### src/rtl/pmon_pkg.sv
package pmon_pkg;

  localparam int EVT_W    = 7;
  localparam int SHARED_N = 64;

  typedef struct packed {
    logic             gate_en;
    logic             en_mclr;
    logic             en_mset;
    logic [EVT_W-1:0] evsel;
  } lctl_t;

  function automatic lctl_t lctl_from_word(input logic [31:0] w);
    lctl_t l;
    l.gate_en = w[10];
    l.en_mclr = w[9];
    l.en_mset = w[8];
    l.evsel   = w[EVT_W-1:0];
    return l;
  endfunction

  function automatic logic [31:0] lctl_to_word(input lctl_t l);
    logic [31:0] w;
    w = '0;
    w[10] = l.gate_en;
    w[9]  = l.en_mclr;
    w[8]  = l.en_mset;
    w[EVT_W-1:0] = l.evsel;
    return w;
  endfunction

  function automatic logic count_ok(input lctl_t l, input logic mark,
                                    input logic ext, input logic frozen);
    logic ctx_ok;
    ctx_ok = mark ? l.en_mset : l.en_mclr;
    return !frozen && ctx_ok && (!l.gate_en || ext);
  endfunction

endpackage

### src/rtl/pmon_evt_sel.sv
module pmon_evt_sel
  import pmon_pkg::*;
#(
  parameter int SPEC_N = 16
) (
  input  logic                clk,
  input  logic                rst,
  input  logic [EVT_W-1:0]    evsel,
  input  logic [SHARED_N-1:0] shared_evt,
  input  logic [SPEC_N-1:0]   own_spec,
  output logic                hit
);

  logic [5:0] code_lo;
  assign code_lo = evsel[5:0];

  always_comb begin
    hit = 1'b0;
    if (!evsel[6]) begin
      hit = shared_evt[code_lo];
    end else begin
      for (int j = 0; j < SPEC_N; j++) begin
        if (code_lo == 6'(j)) hit = own_spec[j];
      end
    end
  end

  p_bad_private_no_hit_r4: assert property (@(posedge clk) disable iff (rst)
    (evsel[6] && (int'(code_lo) >= SPEC_N)) |-> !hit);

endmodule

### src/rtl/pmon_counter.sv
module pmon_counter #(
  parameter int CTR_W = 32
) (
  input  logic             clk,
  input  logic             rst,
  input  logic             inc,
  input  logic             wr_en,
  input  logic [CTR_W-1:0] wr_data,
  input  logic             freeze,
  output logic [CTR_W-1:0] cnt
);

  always_ff @(posedge clk) begin
    if (rst)        cnt <= '0;
    else if (wr_en) cnt <= wr_data;
    else if (inc)   cnt <= cnt + 1'b1;
  end

  p_step_le_one_r2: assert property (@(posedge clk) disable iff (rst)
    !wr_en |=> (cnt == $past(cnt) || cnt == $past(cnt) + 1'b1));

  p_frozen_hold_r7: assert property (@(posedge clk) disable iff (rst)
    (freeze && !wr_en) |=> $stable(cnt));

  p_wr_lands_r8: assert property (@(posedge clk) disable iff (rst)
    wr_en |=> cnt == $past(wr_data));

endmodule

### src/rtl/pmon_regport.sv
module pmon_regport
  import pmon_pkg::*;
#(
  parameter int NUM_CTR = 4,
  parameter int CTR_W   = 32,
  parameter int ADDR_W  = 5
) (
  input  logic                          clk,
  input  logic                          rst,
  input  logic                          acc_en,
  input  logic                          acc_wr,
  input  logic                          acc_sup,
  input  logic [ADDR_W-1:0]             acc_addr,
  input  logic [CTR_W-1:0]              acc_wdata,
  input  logic [NUM_CTR-1:0][CTR_W-1:0] cnt_all,
  output lctl_t [NUM_CTR-1:0]           lctl_q,
  output logic                          freeze_q,
  output logic [NUM_CTR-1:0]            ctr_wr,
  output logic [CTR_W-1:0]              acc_rdata,
  output logic                          acc_err
);

  localparam int OFF_W = ADDR_W - 1;
  localparam int OFF_G = 2 * NUM_CTR;

  logic             in_mirror;
  logic [OFF_W-1:0] off;
  logic             mapped;
  logic             acc_ok;
  logic             wr_go;
  logic [31:0]      wword;
  logic             unused_wbits;

  assign in_mirror = acc_addr[ADDR_W-1];
  assign off       = acc_addr[OFF_W-1:0];
  assign mapped    = (off <= OFF_W'(OFF_G));
  assign acc_ok    = acc_en && mapped && (in_mirror ? !acc_wr : acc_sup);
  assign acc_err   = acc_en && !acc_ok;
  assign wr_go     = acc_ok && acc_wr;
  assign wword     = 32'(acc_wdata);
  assign unused_wbits = ^acc_wdata;

  for (genvar i = 0; i < NUM_CTR; i++) begin : g_ctl
    assign ctr_wr[i] = wr_go && (off == OFF_W'(i));

    always_ff @(posedge clk) begin
      if (rst)
        lctl_q[i] <= '0;
      else if (wr_go && off == OFF_W'(NUM_CTR + i))
        lctl_q[i] <= lctl_from_word(wword);
    end
  end

  always_ff @(posedge clk) begin
    if (rst)
      freeze_q <= 1'b1;
    else if (wr_go && off == OFF_W'(OFF_G))
      freeze_q <= acc_wdata[0];
  end

  always_comb begin
    acc_rdata = '0;
    if (acc_ok && !acc_wr) begin
      for (int i = 0; i < NUM_CTR; i++) begin
        if (off == OFF_W'(i))           acc_rdata = cnt_all[i];
        if (off == OFF_W'(NUM_CTR + i)) acc_rdata = CTR_W'(lctl_to_word(lctl_q[i]));
      end
      if (off == OFF_W'(OFF_G)) acc_rdata = CTR_W'(freeze_q);
    end
  end

  p_user_wr_ctl_hold_r9: assert property (@(posedge clk) disable iff (rst)
    (acc_en && acc_wr && !acc_sup) |=> ($stable(lctl_q) && $stable(freeze_q)));

  p_user_wr_no_ctr_r9: assert property (@(posedge clk) disable iff (rst)
    (acc_en && acc_wr && !acc_sup) |-> (ctr_wr == '0));

  p_mirror_wr_err_r9: assert property (@(posedge clk) disable iff (rst)
    (acc_en && acc_wr && in_mirror) |-> (acc_err && ctr_wr == '0));

  p_gctl_lands_r8: assert property (@(posedge clk) disable iff (rst)
    (acc_en && acc_wr && acc_sup && !in_mirror && off == OFF_W'(OFF_G))
      |=> freeze_q == $past(acc_wdata[0]));

  p_err_zero_data_r11: assert property (@(posedge clk) disable iff (rst)
    acc_err |-> (acc_rdata == '0));

endmodule

### src/rtl/pmon_core_bank.sv
module pmon_core_bank
  import pmon_pkg::*;
#(
  parameter int NUM_CTR = 4,
  parameter int CTR_W   = 32,
  parameter int SPEC_N  = 16,
  parameter int ADDR_W  = $clog2(2 * NUM_CTR + 1) + 1
) (
  input  logic                      clk,
  input  logic                      rst,
  input  logic [SHARED_N-1:0]       shared_evt,
  input  logic [NUM_CTR*SPEC_N-1:0] spec_evt,
  input  logic                      proc_mark,
  input  logic                      ext_gate,
  input  logic                      acc_en,
  input  logic                      acc_wr,
  input  logic                      acc_sup,
  input  logic [ADDR_W-1:0]         acc_addr,
  input  logic [CTR_W-1:0]          acc_wdata,
  output logic [CTR_W-1:0]          acc_rdata,
  output logic                      acc_err
);

  lctl_t [NUM_CTR-1:0]           lctl_q;
  logic                          freeze_q;
  logic [NUM_CTR-1:0]            ctr_wr;
  logic [NUM_CTR-1:0]            evt_hit;
  logic [NUM_CTR-1:0]            ctr_inc;
  logic [NUM_CTR-1:0][CTR_W-1:0] cnt_all;

  pmon_regport #(
    .NUM_CTR(NUM_CTR), .CTR_W(CTR_W), .ADDR_W(ADDR_W)
  ) u_regs (
    .clk      (clk),
    .rst      (rst),
    .acc_en   (acc_en),
    .acc_wr   (acc_wr),
    .acc_sup  (acc_sup),
    .acc_addr (acc_addr),
    .acc_wdata(acc_wdata),
    .cnt_all  (cnt_all),
    .lctl_q   (lctl_q),
    .freeze_q (freeze_q),
    .ctr_wr   (ctr_wr),
    .acc_rdata(acc_rdata),
    .acc_err  (acc_err)
  );

  for (genvar k = 0; k < NUM_CTR; k++) begin : g_ctr
    pmon_evt_sel #(.SPEC_N(SPEC_N)) u_sel (
      .clk       (clk),
      .rst       (rst),
      .evsel     (lctl_q[k].evsel),
      .shared_evt(shared_evt),
      .own_spec  (spec_evt[k*SPEC_N +: SPEC_N]),
      .hit       (evt_hit[k])
    );

    assign ctr_inc[k] = evt_hit[k] && count_ok(lctl_q[k], proc_mark, ext_gate, freeze_q);

    pmon_counter #(.CTR_W(CTR_W)) u_cnt (
      .clk    (clk),
      .rst    (rst),
      .inc    (ctr_inc[k]),
      .wr_en  (ctr_wr[k]),
      .wr_data(acc_wdata),
      .freeze (freeze_q),
      .cnt    (cnt_all[k])
    );
  end

  p_frozen_no_inc_r7: assert property (@(posedge clk) disable iff (rst)
    freeze_q |-> (ctr_inc == '0));

  p_gate_blocks_r6: assert property (@(posedge clk) disable iff (rst)
    !ext_gate |-> ((ctr_inc & {NUM_CTR{1'b1}}) == (ctr_inc & ~gate_mask())));

  function automatic logic [NUM_CTR-1:0] gate_mask();
    logic [NUM_CTR-1:0] m;
    for (int k = 0; k < NUM_CTR; k++) m[k] = lctl_q[k].gate_en;
    return m;
  endfunction

endmodule

### config.mk
export PLATFORM = sky130hd
export DESIGN_NAME = pmon_core_bank
export DESIGN_NICKNAME = d
export VERILOG_FILES = /design/src/rtl/pmon_pkg.sv /design/src/rtl/pmon_evt_sel.sv /design/src/rtl/pmon_counter.sv /design/src/rtl/pmon_regport.sv /design/src/rtl/pmon_core_bank.sv
export SDC_FILE = /design/constraint.sdc
export NUM_CORES = 1
export LEC_CHECK = 0
export ABC_CLOCK_PERIOD_IN_PS = 6000
export CELL_PAD_IN_SITES_DETAIL_PLACEMENT = 2
export CELL_PAD_IN_SITES_GLOBAL_PLACEMENT = 2
export CORE_ASPECT_RATIO = 0.6
export CORE_UTILIZATION = 35
export DETAILED_ROUTE_END_ITERATION = 16
export PLACE_DENSITY_LB_ADDON = 0.1
export SLEW_MARGIN = 40
export SYNTH_ARGS = -nofsm -noshare
export SYNTH_HDL_FRONTEND = slang
export SYNTH_SLANG_ARGS = --single-unit
### constraint.sdc
create_clock -name clk -period 6 [get_ports clk]
set_input_delay 1.8 -clock clk [delete_from_list [all_inputs] [get_ports clk]]
set_output_delay 1.8 -clock clk [all_outputs]
set_load 0.05 [all_outputs]
Word-level counts from Yosys, hierarchy flattened:

Cells that the tools add are included.

* add/sub/neg operators: 4
* magnitude comparators: 5
* eq/ne operators: 68
* mux-type cells: 99
* reduce and logical (&&, ||, !) cells: 46

Operator list (number)
* 32-bit 2-to-1 mux: 18
* 6-bit by 4-bit == test with 1-bit output, second input constant: 32
* 32-bit by 1-bit adder with 32-bit output, second input constant: 4
* 6-bit by 3-bit == test with 1-bit output, second input constant: 16
* 1-bit 2-to-1 mux: 77
* 6-bit by 2-bit == test with 1-bit output, second input constant: 8
* 6-bit by 7-bit less-than comparator with 1-bit output, second input constant: 4
* 1-bit logical AND: 26
* 1-bit binary-select mux with 6-bit select: 4
* 6-bit by 1-bit == test with 1-bit output, second input constant: 4
* 6-bit zero test: 4
* 4-bit by 3-bit == test with 1-bit output, second input constant: 4
* 4-bit by 2-bit == test with 1-bit output, second input constant: 2
* 2-bit nonzero test: 4
* 1-bit zero test: 7
* 4-bit by 1-bit == test with 1-bit output, second input constant: 1
* 4-bit == test, second input constant: 1
* 4-bit less-or-equal comparator, second input constant: 1
* 4-bit zero test: 1
* 1-bit logical OR: 4

* flip-flop bits (word level): 169
* input port bits: 172
* output and inout port bits: 33
* word-level logic and storage cells: 243

Depth between registers and ports, before layout:

* word-level depth: 21
* mapped depth: 12
* depth with buffers taken out: 7

Cells and area by module:

A second synthesis with hierarchy kept.

* cell total of the unflattened synthesis: 1717
* area, all modules: 14468.9 µm²

By module, submodules not included
* pmon_counter at g_ctr[0].u_cnt ...: instances 3, cells each 241, area an instance 1924.3 µm², sequential area each 640.6 µm²
* pmon_evt_sel: instances 4, cells each 87, area an instance 839.6 µm², sequential area each 0.0 µm²
* pmon_regport: instances 1, cells each 389, area an instance 3229.3 µm², sequential area each 820.8 µm²
* pmon_counter at g_ctr[1].u_cnt: instances 1, cells each 244, area an instance 1981.9 µm², sequential area each 640.6 µm²
* pmon_core_bank: instances 1, cells each 13, area an instance 126.4 µm², sequential area each 0.0 µm²

Least setup slack after synthesis:

Ideal clock, no wire load.

* path type: input-to-output
* start point: in acc_addr[1]
* end point: out acc_rdata[19]
* arrival time: 4148 ps
* data required time: 4200 ps
* slack: 52 ps
* stages on the path: 6
* path buffers: 3
* cell sequence: clkbuf_1 -> nor4b_1 -> clkbuf_1 -> clkbuf_1 -> a222oi_1 -> a21oi_1

* longest elaborated chain between the ends: 11
* elaborated cells between the ends (all ways): 23
* classes of those cells: order compare: 1; eq/ne: 8; mux: 10; reduce/logical: 4

RTL lines
* start: declaration: line pmon_core_bank.sv:18 `input logic [ADDR_W-1:0] acc_addr,`
* 4-bit zero test: line pmon_regport.sv:65 `if (off == OFF_W'(i)) acc_rdata = cnt_all[i];`
* 32-bit 2-to-1 mux: line pmon_regport.sv:65
* 32-bit 2-to-1 mux: line pmon_regport.sv:66 `if (off == OFF_W'(NUM_CTR + i)) acc_rdata = CTR_W'(lctl_to_word(lctl_q[i]));`
* 32-bit 2-to-1 mux: line pmon_regport.sv:65
* 32-bit 2-to-1 mux: line pmon_regport.sv:66
* 32-bit 2-to-1 mux: line pmon_regport.sv:65
* 32-bit 2-to-1 mux: line pmon_regport.sv:66
* 32-bit 2-to-1 mux: line pmon_regport.sv:65
* 32-bit 2-to-1 mux: line pmon_regport.sv:66
* 32-bit 2-to-1 mux: line pmon_regport.sv:68 `if (off == OFF_W'(OFF_G)) acc_rdata = CTR_W'(freeze_q);`
* 32-bit 2-to-1 mux *: line pmon_regport.sv:63 `if (acc_ok && !acc_wr) begin`
* end: declaration: line pmon_core_bank.sv:20 `output logic [CTR_W-1:0] acc_rdata,`

Mark *: on every way between the ends. The rest lies on a longest branch, timed or not.

Final worst setup path:

* start point: in acc_addr[1]
* end point: out acc_rdata[31]

The elaborated chain is that of the path after synthesis.

==> impl_results.md <==
- Delay of the slowest cell on the worst path: 0.50 ns
- Share of power burned in registers: 42.8%
- Port-buffer cells: 204
- Total cell area at the placement stage: 15700 um2
- Leakage component of the power: 4.81 nW
- Setup slack of the worst register-to-register path: 2.04 ns
- Aggregate global-route resource usage: between 30% and 40%
- Async set or reset register ratio after synthesis: 0%
- Run status: finished clean
- Total Die Area: 38300 um2
- Die H: 152 um
- Final setup violation count: 0
- Initial antenna violation count: 4
- Final ANT Viol Nets: 0
- Leading register cell type out of synthesis: dfxtp_1
- Count of cell types in the netlist: 83
- Required time at the worst-slack endpoint: 4.20 ns
- DP Worst Slack: -0.154 ns
- Critical-path cell with the highest stage delay: clkdlybuf4s50_1
- Final hold violation count: 0
- Top post-synthesis cells by count: dfxtp_1 (169), nand2_1 (167), nor2_1 (145), clkbuf_1 (101), a311oi_1 (87)
- Most frequent cell after synthesis: dfxtp_1
- Clock sink total: 169
- Area growth from synthesis to final layout: 24.6%
- Number of detailed-route iterations in the first pass: 8
- Crit-path most repeated cell: buf_4
- Time the worst path needs with I/O delays and setup: 5.92 ns
- Yosys reg bits: 169
- Worst ir drop on vdd: 0.201 mV
- Global-route wire length before repair: 103000 um
- Initial core utilization: 35.9%
- Chip width: 252 um
- Share of the synthesized area in the top cell type: about a quarter
- Final worst path period share: 98.6%
- IO Pins: 205
- Total via count after detailed routing: 15170
- Root buffer cell: clkbuf_16
- Clk network pwr share: 43.9%
- Maximum number of pins on one net before global-route repair: 90
- Sum of net half-perimeters after detailed placement: 53100 um
- Mean instance size in the synthesized netlist: approximately 8.3 um2
- Number of enable flip-flop cells after synthesis: 0
- Post-route non-filler standard cell count: 2248
- Number of H-tree levels: 4
- Cell Chain, Critical Path: clkdlybuf4s50_1, nor4b_2, buf_4, buf_4, a222oi_1, buf_4, a21oi_1, buf_4
- Cell-internal power: 1.88 mW
- Setup repair after global routing missed its margin: no
- DRC violation count after routing: 0
- Combinational share of power: 13.3%
- Power consumption: 2.65 mW
- Share of the yosys chip area belonging to registers: between 20% and 30%
- WP data arrival: between 4 and 5 ns
- Nets: 1905
- Number of DRC markers in iteration 0: between 1500 and 2000
- Congestion Overflow GR: 0
- Top post-synthesis cells by area: dfxtp_1 (26%), mux4_2 (13%), a311oi_1 (5.8%), nand2_1 (4.8%), nor2_1 (4.1%)
- Synth Warn #: 0
- Clock tree buffer depth: 2
- Wirelength, routed: 69400 um
- Cell Count Post-Placement: 2214
- Rel. slew slack: 40.9%
- Number of buffers created by CTS: 17
- Number of maximum-capacitance constraint violations: 0
- Clock slew seen by the registers of the worst setup and hold paths: 0.07 ns
- Number of pins exceeding their max-slew limit in the final report: 0
- Setup ws final: 0.0825 ns
- Detail-routed via count per cell: 6.75
- Worst hold path class: register to register
- Cell count after synthesis: 1589
- TritonCTS clock tree: yes
- Fraction of final layout cells sized beyond drive strength 1: between 15 and 20%
- Setup clock skew after layout: 0.0118 ns
- # rows: 54
- Largest area contributor in the synthesized netlist: dfxtp_1
- Area of the core region: 36600 um2
- Area of all placed cells without fillers: between 15000 and 20000 um2
- Switching component of the power: 768 uW
- Transition time at the pin with the least slew margin: 0.879 ns
- Summed instance area of the synthesized netlist: between 10000 and 15000 um2
- Worst Setup End Kind: output port
- Number of buffers inserted for hold repair after clock tree synthesis: 0
- FMAX: ~170 MHz
- WL/cell: 30.9 um
- Final standard cell utilization of the core: between 40 and 50%
- Setup crit start kind: primary input
- Insertion delay of the later-clocked pin in the worst-skew pair: 0.46 ns
- Switching share of total power: 29.0%
- Critical path fanouts, max: 20
- # Post-CTS Setup Buffers: 0
- Synthesized Nets: 1765
- Total power per unit cell area: 162 nW/um2
- Worst Path Class, Setup: primary input to output port
- Placer congestion estimate: 0.952
- Number of global-route vias before repair: 15273
-- flip-flops by register name (all words and copies together) (netlist names) --
register	count
g_ctr.u_cnt.cnt	128
u_regs.lctl_q	40
u_regs.freeze_q	1
-- layout by cell type (no fill, tap or decap), types with 18 or more instances in the layout --
master,instances
o31ai_1,47
inv_1,43
or3_1,58
o21ai_0,61
a211oi_1,18
and4_1,18
nor2_1,144
clkdlybuf4s50_1,168
mux2i_1,36
dfxtp_1,165
nand3_1,68
mux4_2,73
a311oi_1,86
nor3_1,25
a222oi_1,32
buf_4,88
a21oi_1,77
or4_1,41
nand4_1,31
nand2_1,163
-- cell type report --
type	instances	area, um2
inverter	44	165
clock inverter	15	165
fill	4051	20300
multi-input combinational	1228	9000
tap	504	631
clock buffer	17	425
timing repair buffer	269	2580
antenna	2	5.00
sequential	169	3390
-- path summary, 6_finish.rpt --
check	to	depth (start not counted)	startpoint
max reg2reg	g_ctr[3].u_cnt.cnt[17]	9	u_regs.lctl_q[30]
max	acc_rdata[31]	8	acc_addr[1]
min reg2reg	u_regs.lctl_q[37]	2	u_regs.lctl_q[37]
min	u_regs.lctl_q[37]	2	u_regs.lctl_q[37]
-- critical path, delay by kind of cell --
kind                   cells  cell delay, ns
AOI/OAI and AO/OA          2            0.38
and+or+nand+nor            1            0.41
buffers and inverters      5            1.52
-- repair_timing --
action | in CTS | in global routing
endpoints found under the setup margin | 1 | 13
resized for setup | 3 | 4
pin swaps | 0 | 1
-- metrics by stage --
step	setup TNS (ns)	hold slack, ns
floorplan	0	0.444
global placement	0	0.444
detailed placement	-0.154	0.475
CTS	0	0.485
global route	0	0.505
finish	0	0.489
-- routing by layer --
layer | vias to the layer above | wire, um | GRT usage (%)
li1 | 6519 | - | -
met1 | 7872 | 31600 | 53.3
met2 | 723 | 28200 | 48.9
met3 | 54 | 8890 | 14.5
met4 | 2 | 645 | 6.23
met5 | - | 10 | 0
-- power groups by stage --
stage	clock network (mW)	logic (mW)	registers, mW
2_1_floorplan	0	0.121	1.16
3_3_place_gp	0	0.329	1.16
3_5_place_dp	0	0.340	1.16
4_1_cts	1.17	0.343	1.13
5_1_grt	1.22	0.365	1.13
6_report	1.16	0.353	1.13
-- cell families (layout without fill, tap and decap cells) --
logic type               Yosys count  after routing  synth area share [%]
AND/OR/NAND/NOR                  659            659                  26.0
XOR/XNOR                          19             19                  1.27
other                              0              2                     0
flip-flops                       169            169                  25.8
adder cells (fa/ha/maj)            4              4                 0.381
multiplexers                     119            119                  16.1
buffers and inverters            192            345                  6.52
AO/OA/AOI/OAI                    427            427                  24.0
Power figures use the tool's default switching activity.
